[config.mk]
export PLATFORM = sky130hd
export DESIGN_NAME = zol_sequencer
export DESIGN_NICKNAME = d
export VERILOG_FILES = /design/src/rtl/zol_pkg.sv /design/src/rtl/zol_loop_unit.sv /design/src/rtl/zol_pick.sv /design/src/rtl/zol_sequencer.sv
export SDC_FILE = /design/constraint.sdc
export NUM_CORES = 1
export LEC_CHECK = 0
export BUFFER_PORTS_ARGS = -buffer_cell sky130_fd_sc_hd__buf_4
export CAP_MARGIN = 10
export CORE_ASPECT_RATIO = 1.5
export CORE_UTILIZATION = 40
export DETAILED_ROUTE_END_ITERATION = 10
export GPL_TIMING_DRIVEN = 1
export PLACE_DENSITY = 0.61
export SLEW_MARGIN = 0
export SYNTH_ARGS = -nofsm -noshare
export SYNTH_HDL_FRONTEND = slang
export SYNTH_SLANG_ARGS = --single-unit
[constraint.sdc]
create_clock -name clk -period 3.45 [get_ports clk]
set_input_delay 0.5175 -clock clk [delete_from_list [all_inputs] [get_ports clk]]
set_output_delay 0.5175 -clock clk [all_outputs]
set_load 0.005 [all_outputs]
[src/rtl/zol_pkg.sv]
package zol_pkg;

  typedef enum logic [1:0] {
    FLD_START = 2'd0,
    FLD_END   = 2'd1,
    FLD_COUNT = 2'd2,
    FLD_NONE  = 2'd3
  } zol_field_e;

endpackage

[src/rtl/zol_loop_unit.sv]
module zol_loop_unit
  import zol_pkg::*;
#(
  parameter int ADDR_W = 16,
  parameter int CNT_W  = 16,
  parameter int DATA_W = 16
) (
  input  logic              clk,
  input  logic              rst_n,
  input  logic              wr_en_i,
  input  zol_field_e        wr_field_i,
  input  logic [DATA_W-1:0] wr_data_i,
  input  logic [ADDR_W-1:0] pc_i,
  input  logic              dec_i,
  output logic              hit_o,
  output logic [ADDR_W-1:0] start_o
);

  logic [ADDR_W-1:0] start_q, start_d;
  logic [ADDR_W-1:0] end_q,   end_d;
  logic [CNT_W-1:0]  cnt_q,   cnt_d;
  logic              start_en, end_en, cnt_en;
  logic              cnt_wr;

  // clock enables and next-state values
  always_comb begin
    start_en = wr_en_i && (wr_field_i == FLD_START);
    end_en   = wr_en_i && (wr_field_i == FLD_END);
    cnt_wr   = wr_en_i && (wr_field_i == FLD_COUNT);
    cnt_en   = cnt_wr || dec_i;
    start_d  = wr_data_i[ADDR_W-1:0];
    end_d    = wr_data_i[ADDR_W-1:0];
    if (cnt_wr) begin
      cnt_d = wr_data_i[CNT_W-1:0];
    end else begin
      cnt_d = cnt_q - CNT_W'(1);
    end
  end

  always_ff @(posedge clk or negedge rst_n) begin
    if (!rst_n) begin
      start_q <= '0;
      end_q   <= '0;
      cnt_q   <= '0;
    end else begin
      if (start_en) start_q <= start_d;
      if (end_en)   end_q   <= end_d;
      if (cnt_en)   cnt_q   <= cnt_d;
    end
  end

  assign hit_o   = (pc_i == end_q) && (cnt_q != '0);
  assign start_o = start_q;

  AST_NO_UNDERFLOW: assert property (@(posedge clk) disable iff (!rst_n)
    dec_i |-> (cnt_q != '0));
  AST_DEC_STEP: assert property (@(posedge clk) disable iff (!rst_n)
    (dec_i && !cnt_wr) |=> (cnt_q == $past(cnt_q) - CNT_W'(1)));
  AST_WRITE_WINS: assert property (@(posedge clk) disable iff (!rst_n)
    cnt_wr |=> (cnt_q == $past(wr_data_i[CNT_W-1:0])));
  AST_CNT_HOLD: assert property (@(posedge clk) disable iff (!rst_n)
    (!cnt_wr && !dec_i) |=> $stable(cnt_q));

endmodule

[src/rtl/zol_pick.sv]
module zol_pick #(
  parameter int NUM_LOOPS = 2,
  parameter int ADDR_W    = 16
) (
  input  logic                             clk,
  input  logic                             rst_n,
  input  logic [ADDR_W-1:0]                pc_i,
  input  logic [NUM_LOOPS-1:0]             hit_i,
  input  logic [NUM_LOOPS-1:0][ADDR_W-1:0] start_i,
  output logic [NUM_LOOPS-1:0]             dec_o,
  output logic [ADDR_W-1:0]                npc_o,
  output logic                             taken_o
);

  localparam int SEL_W = (NUM_LOOPS > 1) ? $clog2(NUM_LOOPS) : 1;

  logic [SEL_W-1:0]  sel;
  logic              any;
  logic [ADDR_W-1:0] seq_pc;

  assign seq_pc = pc_i + ADDR_W'(1);

  // highest index is the innermost loop: later iterations override
  always_comb begin
    sel = '0;
    any = 1'b0;
    for (int i = 0; i < NUM_LOOPS; i++) begin
      if (hit_i[i]) begin
        sel = SEL_W'(i);
        any = 1'b1;
      end
    end
  end

  always_comb begin
    dec_o = '0;
    if (any) dec_o[sel] = 1'b1;
    taken_o = any;
    npc_o   = any ? start_i[sel] : seq_pc;
  end

  AST_ONE_WINNER: assert property (@(posedge clk) disable iff (!rst_n)
    $onehot0(dec_o));
  AST_INNER_FIRST: assert property (@(posedge clk) disable iff (!rst_n)
    hit_i[NUM_LOOPS-1] |-> (dec_o[NUM_LOOPS-1] && taken_o));
  AST_SEQ_IDLE: assert property (@(posedge clk) disable iff (!rst_n)
    (hit_i == '0) |-> (!taken_o && npc_o == seq_pc));

endmodule

[src/rtl/zol_sequencer.sv]
module zol_sequencer
  import zol_pkg::*;
#(
  parameter  int NUM_LOOPS = 2,
  parameter  int ADDR_W    = 16,
  parameter  int CNT_W     = 16,
  localparam int UNIT_W    = (NUM_LOOPS > 1) ? $clog2(NUM_LOOPS) : 1,
  localparam int DATA_W    = (ADDR_W > CNT_W) ? ADDR_W : CNT_W
) (
  input  logic              clk,
  input  logic              rst_n,
  input  logic [ADDR_W-1:0] pc_i,
  input  logic              cfg_we_i,
  input  logic [UNIT_W-1:0] cfg_unit_i,
  input  logic [1:0]        cfg_field_i,
  input  logic [DATA_W-1:0] cfg_data_i,
  output logic [ADDR_W-1:0] npc_o,
  output logic              loop_taken_o
);

  logic [NUM_LOOPS-1:0]             hit;
  logic [NUM_LOOPS-1:0]             dec;
  logic [NUM_LOOPS-1:0][ADDR_W-1:0] start_addr;
  zol_field_e                       field;

  assign field = zol_field_e'(cfg_field_i);

  for (genvar u = 0; u < NUM_LOOPS; u++) begin : g_unit
    logic unit_we;
    assign unit_we = cfg_we_i && (cfg_unit_i == UNIT_W'(u));

    zol_loop_unit #(
      .ADDR_W (ADDR_W),
      .CNT_W  (CNT_W),
      .DATA_W (DATA_W)
    ) unit_i (
      .clk        (clk),
      .rst_n      (rst_n),
      .wr_en_i    (unit_we),
      .wr_field_i (field),
      .wr_data_i  (cfg_data_i),
      .pc_i       (pc_i),
      .dec_i      (dec[u]),
      .hit_o      (hit[u]),
      .start_o    (start_addr[u])
    );
  end

  zol_pick #(
    .NUM_LOOPS (NUM_LOOPS),
    .ADDR_W    (ADDR_W)
  ) pick_i (
    .clk     (clk),
    .rst_n   (rst_n),
    .pc_i    (pc_i),
    .hit_i   (hit),
    .start_i (start_addr),
    .dec_o   (dec),
    .npc_o   (npc_o),
    .taken_o (loop_taken_o)
  );

  AST_TAKEN_DECS: assert property (@(posedge clk) disable iff (!rst_n)
    loop_taken_o |-> ($countones(dec) == 1));

endmodule

==> results of run 1 <==
Yosys cell counts (12+ instances only):
library cell and instances:
a22oi_1 14, clkbuf_1 24, dfrtp_1 96, inv_1 16, mux2_2 65, nand2_1 28, nand3_1 15, nand4_1 20
nor2_1 35, o21ai_0 13, o21ai_1 12, xnor2_1 27, xor2_1 36
flip-flops by register name, indices dropped and copies added (netlist names):
register	flops
g_unit.unit_i.cnt_q	32
g_unit.unit_i.start_o	32
g_unit.unit_i.end_q	32
critical path: cells and delay by family (launching register included):
family	cells	cell delay [ps]
buffers and inverters	2	320
flip-flops	1	420
AND/OR/NAND/NOR	3	1350
AO/OA/AOI/OAI	2	370
worst paths after layout:
path	start	depth (start not counted)	slack, ps	to
worst max-delay path	g_unit[0].unit_i.cnt_q[7]	7	110	npc_o[0]
worst min-delay path	rst_n	1	180	g_unit[1].unit_i.start_o[13]
worst max register to register	g_unit[1].unit_i.cnt_q[4]	7	770	g_unit[0].unit_i.cnt_q[9]
worst min register to register	g_unit[0].unit_i.start_o[10]	1	510	g_unit[0].unit_i.start_o[10]
max in group asynchronous	rst_n	2	2530	g_unit[1].unit_i.end_q[4]
min in group clk	cfg_data_i[1]	2	430	g_unit[1].unit_i.cnt_q[1]
final cells by class:
class	instances	share of cell area (%)
multi-input combinational	359	43.7
sequential	96	38.1
timing repair buffer	74	9.21
clock buffer	10	3.79
tap	159	3.16
clock inverter	6	1.05
inverter	16	0.953
cell usage in the layout, fill, tap and decap left out, types with 3 or more instances in the layout:
master     count
o21ai_0       12
or4_4          3
nand4_1       20
and3_1         3
nor2_1        35
mux2_2        65
mux2_1         3
o21ai_1       13
xnor2_1       27
buf_4         72
a31oi_1        9
a21oi_1       11
nand2_1       28
a21o_1         4
ha_1           3
dfrtp_1       95
nand3_1       15
xor2_1        36
a22oi_1       11
nor4_1         8
nor3_1         9
inv_1         16
clkbuf_16      9
a22oi_2        3
power breakdown:
part | leakage, nW | switching [mW] | internal [mW]
Combinational | 1.32 | 0.285 | 0.334
Sequential | 1.13 | 0.164 | 1.36
Clock | 0.153 | 0.453 | 0.586
kinds of logic (layout without fill, tap and decap cells):
family                     count (synthesis)  count (layout)
AOI/OAI and AO/OA                         80              80
xor gates and xnor gates                  63              63
adders and majority gates                  3               3
buffers and inverters                     45             106
DFF                                       96              96
muxes                                     70              70
and+or+nand+nor                          143             143
timing repair:
item | 4_1_cts | 5_1_grt
setup endpoints to repair | 11 | 12
pin swaps | 1 | 1
buffers inserted | 0 | 3
gates resized for setup | 1 | 10
per-layer routing:
metal	vias to the layer above	GRT usage, %
met5	-	0
met4	0	11.1
met3	35	3.30
met2	99	38.0
met1	2041	27.5
li1	1900	-
stage by stage:
step / setup WS [ps] / std cells / hold slack [ps] / utilization [%]
global placement: 352 / 701 / 490 / 45.9
detailed placement: 316 / 701 / 497 / 45.9
floorplan: 613 / 500 / 222 / -
finish: 108 / 720 / 185 / 48.9
global route: 18.1 / 720 / 229 / 48.9
CTS: 46.3 / 717 / 207 / 48.3
==> metrics.md, run 1 <==
| Metric | Value |
|---|---|
| Uppermost routed layer | met4 |
| Crit path max-delay cell type | or4_4 |
| Max IR drop VDD | 0.327 mV |
| CP Data Required Time | 2930 ps |
| CP Data Arrival Time | 2820 ps |
| First-pass GRT wire length | 22700 µm |
| TritonCTS clock tree | yes |
| RSZ-0062 raised after global routing | no |
| DRT iter0 DRCs | 196 |
| WL met3 | 437 µm |
| Std cell rows | 51 |
| P&R area growth vs syn | 19.5% |
| Core area | 12900 µm² |
| Largest net degree at the start of global routing | 52 |
| Vias/cell | 5.66 |
| Total Wirelength | 13900 µm |
| Mapped Cells | 500 |
| Root Buffer Master | clkbuf_16 |
| FFs w/ async S/R, synth | 100% |
| Cts bufs inserted | 9 |
| Register area share after synthesis | 45.6% |
| Area of the die | 13700 µm² |
| Synth Area in XOR/XNOR | 10.5% |
| Crit path launch type | register |
| CTS HTree Levels | 3 |
| Clk_lat worst skew | 350 ps |
| Vias in the first global route | 4257 |
| EDFF count, synth | 0 |
| GRT Overall Usage | 22.4% |
| Cell taking the most area after synthesis | dfrtp_1 |
| Endpoints failing hold | 0 |
| Routed len/inst | 19.4 µm |
| Register Area | 2400 µm² |
| CTS clock-pin slew for the worst setup and hold paths | 70 ps |
| Outcome | finished, final reports clean |
| Tmin final | 3340 ps |
| Antenna diodes | 0 |
| Number of I/O pins | 55 |
| Overflow after GRT | 0 |
| Period Utilization, post-route | 96.9% |
| Fin area | 6300 µm² |
| MaxCap Viol Count | 0 |
| Number of synthesized register bits | 96 |
| Worst Setup Path Type | register to output pin |
| Compound-Gate Fraction of Synth Area | 10.4% |
| IO Port Bufs | 54 |
| Critical path cell sequence | or4_4, or4_4, nor3_4, a211oi_4, buf_12, a221o_1, buf_4 |
| Top-area cell type share of the netlist area | 45.6% |
| Synthesized Nets | 541 |
| Die W | 95.8 µm |
| Vias post-DR | 4075 |
| Placed cell areas | 5920 µm² |
| Clk_skew | 11.0 ps |
| TritonRoute pass-1 iters | 4 |
| Largest family of logic cells by synthesized area | multiplexers |
| Remaining DRCs | 0 |
| Most used cell, CP | or4_4 |
| Critical path fanouts, max | 16 |
| Synth Area in Simple Gates | 14.5% |
| Fmax | 299 MHz |
| Leak | 2.60 nW |
| Detailed Place HPWL | 9960 µm |
| Final ANT Viol Nets | 0 |
| CP max stage delay | 560 ps |
| Critical Path End Type | output pin |
| Power per Cell Area | 504 nW/µm² |
| Clock Sinks | 96 |
| Fillers | 1221 |
| Layout net count | 597 |
| Largest cells by area after synthesis | dfrtp_1, mux2_2, xor2_1 |
| Relative slew slack | 48.7% |
| Setup_tns | 0 ps |
| Synth unique cells | 51 |
| Initial Util | 40.9% |
| Initial antenna violation count | 0 |
| Clock buffer depth | 2 |
| Multi-input logic area | 2750 µm² |
| DRT met1 WL | 5860 µm |
| Worst Hold Class | input port to asynchronous set/reset pin |
| Total Power | 3.18 mW |
| Mux cell area share after synthesis | 14.9% |
| Synth warn | 0 |
| Synth Flop Type | dfrtp_1 |
| Final GP Congestion | 0.838 |
| Least-Margin Pin Slew | 767 ps |
| Syn Area/Cell | 10.5 µm² |
| Hold-fix buffers, CTS | 0 |
| Layout cell share with drive strength beyond 1 | 31.0% |
| # setup viols final | 0 |
| Slew Limit Fails | 0 |
| Met2 WL | 7110 µm |
| Post-Syn Area | 5270 µm² |
| Post-Synth Adder-Cell Area | 0.712% |
| Die height | 143 µm |
No activity file was read; power rests on OpenSTA's default activity.
==> run 2: changes to the inputs <==
==> constraint.sdc (replaced) <==
create_clock -name clk -period 4.3 [get_ports clk]
set_input_delay 0.645 -clock clk [delete_from_list [all_inputs] [get_ports clk]]
set_output_delay 0.645 -clock clk [all_outputs]
set_load 0.005 [all_outputs]
==> run 2 against run 1 <==
  * Clock-buffer cell count unchanged
  * Cell count is 1.3% lower
  * Wire length decreased by 0.25%
  * Highest routed layer unchanged
==> metrics.md, run 2 (synthesized netlist as in run 1, its figures left out) <==
| Metric | Value |
|---|---|
| Power per Cell Area | 424 nW/µm² (-16%) |
| Pint | 1.93 mW (-15%) |
| Final hold slack | 386 ps (+201 ps) |
| Crit path launch type | register |
| Initial Util | 40.9% (unchanged) |
| Cts bufs inserted | 9 (unchanged) |
| DRT iter0 DRCs | 202 (+3.1%) |
| Number of I/O pins | 55 (unchanged) |
| Fillers | 1209 (-0.98%) |
| Core area | 12900 µm² (unchanged) |
| Placed Cells | 694 (-1.0%) |
| Relative slew slack | 28.8% (-20 points) |
| Clk pwr share | 35.4% (+2.7 points) |
| Final ANT Viol Nets | 0 (unchanged) |
| Tmin final | 3690 ps |
| Final GP Congestion | 0.859 (+2.5%) |
| Root Buffer Master | clkbuf_16 |
| Combinational power share | 18.4% (-1.1 points) |
| Std cell rows | 51 (unchanged) |
| Largest net degree at the start of global routing | 64 (+23%) |
| CTS clock-pin slew for the worst setup and hold paths | 70 ps (about the same) |
| Least-Margin Pin Slew | 1060 ps (+296 ps) |
| TritonCTS clock tree | yes |
| IO Port Bufs | 54 (unchanged) |
| Layout net count | 588 (-1.5%) |
| Clock Sinks | 96 (unchanged) |
| Initial antenna violation count | 0 (unchanged) |
| Fin area | 6230 µm² (-1.1%) |
| Layout cell share with drive strength beyond 1 | 29.0% (-2.0 points) |
| Total Power | 2.64 mW (-17%) |
| Die height | 143 µm (unchanged) |
| TritonRoute pass-1 iters | 4 (unchanged) |
| Post-CTS setup buffer count | 0 (unchanged) |
| Critical path fanouts, max | 12 (-4) |
| P&R area growth vs syn | 18.1% |
| Vias/cell | 5.71 (+0.87%) |
| Switching Share | 26.8% (-1.6 points) |
| CTS HTree Levels | 3 (unchanged) |
| Total Wirelength | 13900 µm (-0.25%) |
| Commonest non-fill, non-tap cells in the layout | dfrtp_1, mux2_2, buf_4 |
| Worst Setup Path Type | register to output pin |
| Clk_skew | 6.89 ps (-4.14 ps) |
| Leak | 2.56 nW (-1.7%) |
| Critical Path End Type | output pin |
| Hold-fix buffers, CTS | 0 (unchanged) |
| Placed cell areas | 5870 µm² (-0.89%) |
| GRT Overall Usage | 22.0% (-0.49 points) |
| Post-CTS Resized | 0 (-1) |
| CP Launch Point | g_unit[1].unit_i.cnt_q[0] |
| Fin cells | 711 (-1.3%) |
| Antenna diodes | 0 (unchanged) |
| Slew Limit Fails | 0 (unchanged) |
| Outcome | finished, final reports clean |
| # setup viols final | 0 (unchanged) |
| Routed len/inst | 19.5 µm (+1.0%) |
| Remaining DRCs | 0 (unchanged) |
| CP Data Required Time | 3650 ps (+720 ps) |
| RR Startpoint | g_unit[1].unit_i.cnt_q[4] |
| Sequential power share | 46.2% (-1.6 points) |
| Die W | 95.8 µm (unchanged) |
| Vias post-DR | 4059 (-0.39%) |
| First-pass GRT wire length | 22100 µm (-2.3%) |
| Worst Hold Class | input port to asynchronous set/reset pin |
| Clk_lat worst skew | 350 ps (about the same) |
| Sw Pwr | 708 µW (-21%) |
| Setup_tns | 0 ps (unchanged) |
| Overflow after GRT | 0 (unchanged) |
| Most common cell after layout, fill and taps aside | dfrtp_1 |
| MaxCap Viol Count | 0 (unchanged) |
| Max IR drop VDD | 0.275 mV (-16%) |
| Period Utilization, post-route | 85.9% |
| Vias in the first global route | 4195 (-1.5%) |
| CP Data Arrival Time | 3050 ps (+230 ps) |
| Detailed Place HPWL | 10100 µm (+1.3%) |
| Fmax | 271 MHz |
| Clock buffer depth | 2 (unchanged) |
| RSZ-0062 raised after global routing | no |
| Endpoints failing hold | 0 (unchanged) |
| Area of the die | 13700 µm² (unchanged) |
[run 2: power by group through the flow]
stage / clock [mW] / sequential [mW] / combinational (mW)
after detailed placement: 0 / 1.24 / 0.489
final: 0.936 / 1.22 / 0.485
after floorplan: 0 / 1.20 / 0.338
after CTS: 0.950 / 1.22 / 0.491
after global placement: 0 / 1.23 / 0.472
after global routing: 0.979 / 1.24 / 0.537
[run 2: metrics by stage]
step	utilization [%]	setup slack [ps]
after floorplan	-	1210
after global placement	45.5	825
after detailed placement	45.5	783
after CTS	48.3	594
after global routing	48.3	334
final	48.3	606
[run 2: final timing paths]
check                                                    to  slack, ps  depth (start not counted)
worst max register to register    g_unit[0].unit_i.cnt_q[1]       1550                          7
min in group clk                g_unit[0].unit_i.start_o[2]        510                          1
worst max-delay path                              npc_o[15]        610                          8
max in group asynchronous       g_unit[1].unit_i.start_o[3]       2940                          2
worst min register to register  g_unit[0].unit_i.start_o[2]        510                          1
worst min-delay path             g_unit[0].unit_i.cnt_q[11]        390                          1
[run 2: critical path, cell delays in order, from the launching register on]
cell and delay (ps):
dfrtp_1 400, inv_1 60, ha_1 280, and4b_1 270, a211oi_2 770, o2bb2ai_1 370
buf_4 300, o21ai_0 120, buf_4 150
[run 2: per-layer routing]
layer,global-route usage (%),part of all wire (%),vias to the layer above
li1,-,-,1886
met1,27.1,42,2038
met4,11.3,4.0,0
met3,2.29,3.1,35
met5,0,0,-
met2,37.4,51,100
[run 2: final cells by class]
| type | instances | area (µm²) | area share [%] |
|---|---|---|---|
| multi-input cells | 359 | 2710 | 43.5 |
| flip-flops and latches | 96 | 2400 | 38.6 |
| repair buffers | 65 | 504 | 8.09 |
| clock buffers | 10 | 239 | 3.84 |
| well taps | 159 | 199 | 3.19 |
| clock inverters | 6 | 114 | 1.83 |
| inverters | 16 | 60.1 | 0.964 |
==> run 3: changes to the inputs <==
--- a/config.mk
+++ b/config.mk
@@ -8,10 +8,10 @@
 export BUFFER_PORTS_ARGS = -buffer_cell sky130_fd_sc_hd__buf_4
 export CAP_MARGIN = 10
 export CORE_ASPECT_RATIO = 1.5
-export CORE_UTILIZATION = 40
+export CORE_UTILIZATION = 55
 export DETAILED_ROUTE_END_ITERATION = 10
 export GPL_TIMING_DRIVEN = 1
-export PLACE_DENSITY = 0.61
+export PLACE_DENSITY = 0.78
 export SLEW_MARGIN = 0
 export SYNTH_ARGS = -nofsm -noshare
 export SYNTH_HDL_FRONTEND = slang
==> run 3 against run 2 <==
  * Combinational power grew 2%
  * Non-clock buffer count is the same
  * Via count grew 0.64%
  * Fmax grew 1.4%
  * Clock power shrank 10%
  * Critical path type unchanged
  * Cell count shrank 6.6%
  * Largest cell class unchanged
==> metrics.md, run 3 (synthesized netlist as in run 1, its figures left out) <==
| Metric | Value |
|---|---|
| Outcome | finished, final reports clean |
| Detailed Place HPWL | 9780 µm (-3.0%) |
| Layout cell share with drive strength beyond 1 | 29.0% (unchanged) |
| CP Data Required Time | 3650 ps (about the same) |
| CP Data Arrival Time | 3000 ps (-50 ps) |
| RSZ-0062 raised after global routing | no |
| P&R area growth vs syn | 16.4% |
| Power per Cell Area | 418 nW/µm² (-1.6%) |
| Crit path launch type | register |
| Clk_skew | 5.27 ps (-1.62 ps) |
| Leak | 2.55 nW (-0.34%) |
| Die height | 122 µm (-15%) |
| Post-CTS Resized | 0 (unchanged) |
| Critical Path End Type | output pin |
| Tmin final | 3640 ps (-50.2 ps) |
| Relative slew slack | 21.7% (-7.0 points) |
| GRT Overall Usage | 30.7% (+8.8 points) |
| DRT iter0 DRCs | 317 (+57%) |
| Antenna diodes | 0 (unchanged) |
| Hold-fix buffers, CTS | 0 (unchanged) |
| Least-Margin Pin Slew | 1170 ps (+107 ps) |
| Largest net degree at the start of global routing | 76 (+19%) |
| Worst flop-to-flop path endpoint | g_unit[0].unit_i.cnt_q[1] |
| Crit path setup slack, layout | 656 ps (+50.2 ps) |
| Vias post-DR | 4085 (+0.64%) |
| Layout net count | 588 (unchanged) |
| RR Startpoint | g_unit[1].unit_i.cnt_q[12] |
| Number of I/O pins | 55 (unchanged) |
| Place WS | 806 ps (+23.6 ps) |
| Remaining DRCs | 0 (unchanged) |
| Slew Limit Fails | 0 (unchanged) |
| MaxCap Viol Count | 0 (unchanged) |
| Root Buffer Master | clkbuf_16 |
| Clk_lat worst skew | 350 ps (about the same) |
| Final ANT Viol Nets | 0 (unchanged) |
| Clock buffer depth | 2 (unchanged) |
| First-pass GRT wire length | 22100 µm (-0.22%) |
| Routed len/inst | 20.9 µm (+7.1%) |
| Initial antenna violation count | 0 (unchanged) |
| Overflow after GRT | 0 (unchanged) |
| Critical path fanouts, max | 17 (+5) |
| Max IR drop VDD | 0.301 mV (+9.3%) |
| Reg2reg setup slack | 1330 ps (-220 ps) |
| Std cell rows | 43 (-16%) |
| Most common cell after layout, fill and taps aside | dfrtp_1 |
| Initial Util | 57.0% (+16 points) |
| Vias in the first global route | 4211 (+0.38%) |
| TritonRoute pass-1 iters | 4 (unchanged) |
| Core area | 9250 µm² (-28%) |
| TritonCTS clock tree | yes |
| Area of the die | 9990 µm² (-27%) |
| Period Utilization, post-route | 84.7% (-1.2 points) |
| Commonest non-fill, non-tap cells in the layout | dfrtp_1, mux2_2, buf_4 |
| CTS clock-pin slew for the worst setup and hold paths | 60 ps (about the same) |
| Setup_tns | 0 ps (unchanged) |
| Reg2Reg Depth | 9 (+2) |
| # setup viols final | 0 (unchanged) |
| Final hold slack | 426 ps (+40.3 ps) |
| Cts bufs inserted | 9 (unchanged) |
| Fillers | 686 (-43%) |
| Total Wirelength | 13900 µm (about the same) |
| CTS HTree Levels | 3 (unchanged) |
| Endpoints failing hold | 0 (unchanged) |
| IO Port Bufs | 54 (unchanged) |
| Vias/cell | 6.15 (+7.8%) |
| Post-CTS setup buffer count | 0 (unchanged) |
| Final GP Congestion | 0.920 (+7.0%) |
| Clock Sinks | 96 (unchanged) |
| Die W | 82.0 µm (-14%) |
| Worst Setup Path Type | register to output pin |
| Fmax | 274 MHz (+1.4%) |
| Worst Hold Class | input port to asynchronous set/reset pin |
-- run 3: cell types whose count changed in the layout (fill, tap and decap cells not counted), sizes merged --
cell / before / now
bufinv: 3 / 1
clkbuf: 10 / 12
clkinv: 0 / 2
clkinvlp: 2 / 1
inv: 17 / 16
-- run 3: worst max path at each step --
stage	startpoint	to	slack [ps]	cells past startpoint
after detailed placement	pc_i[0]	npc_o[9]	810	9
after global routing	g_unit[0].unit_i.cnt_q[7]	npc_o[15]	530	7
after floorplan	pc_i[0]	npc_o[10]	1210	10
after global placement	pc_i[0]	npc_o[9]	860	9
after CTS	g_unit[0].unit_i.cnt_q[7]	npc_o[12]	640	7
final	g_unit[1].unit_i.cnt_q[12]	npc_o[12]	660	9
-- run 3: per-layer routing --
layer	track usage, %	routed length (µm)	up-vias
li1	-	-	1876
met1	36.8	5460	2046
met2	51.3	7160	121
met3	3.75	591	42
met4	19.2	704	0
met5	0	0	-
-- run 3: final cells by class --
type,count,area (µm²),area share (%)
sequential,96,2400,39.1
clock buffer,12,267,4.34
clock inverter,4,51.3,0.836
tap,112,140,2.28
inverter,16,60.1,0.978
multi-input combinational,359,2720,44.3
timing repair buffer,65,500,8.15
-- run 3: critical path, stage by stage (launching register included) --
cell and delay, ps:
dfrtp_1 410, nor4_1 540, and4b_1 300, a211oi_2 80
buf_4 210, a211oi_4 410, buf_4 330, a22oi_1 100
o21ai_1 120, buf_4 140
-- run 3: metrics by stage --
step	utilization (%)	power, mW	std cells	area (µm²)
finish	66.3	2.56	664	6140
floorplan	-	1.54	500	5270
global placement	62.9	1.69	648	5820
global route	66.3	2.67	664	6140
detailed placement	62.9	1.73	648	5820
CTS	66.3	2.57	664	6140
-- run 3: power by group --
group | internal (mW) | switching [mW] | leakage [nW]
registers | 1.09 | 0.139 | 1.13
clock network | 0.498 | 0.342 | 0.155
logic | 0.261 | 0.236 | 1.27
total | 1.85 | 0.716 | 2.55
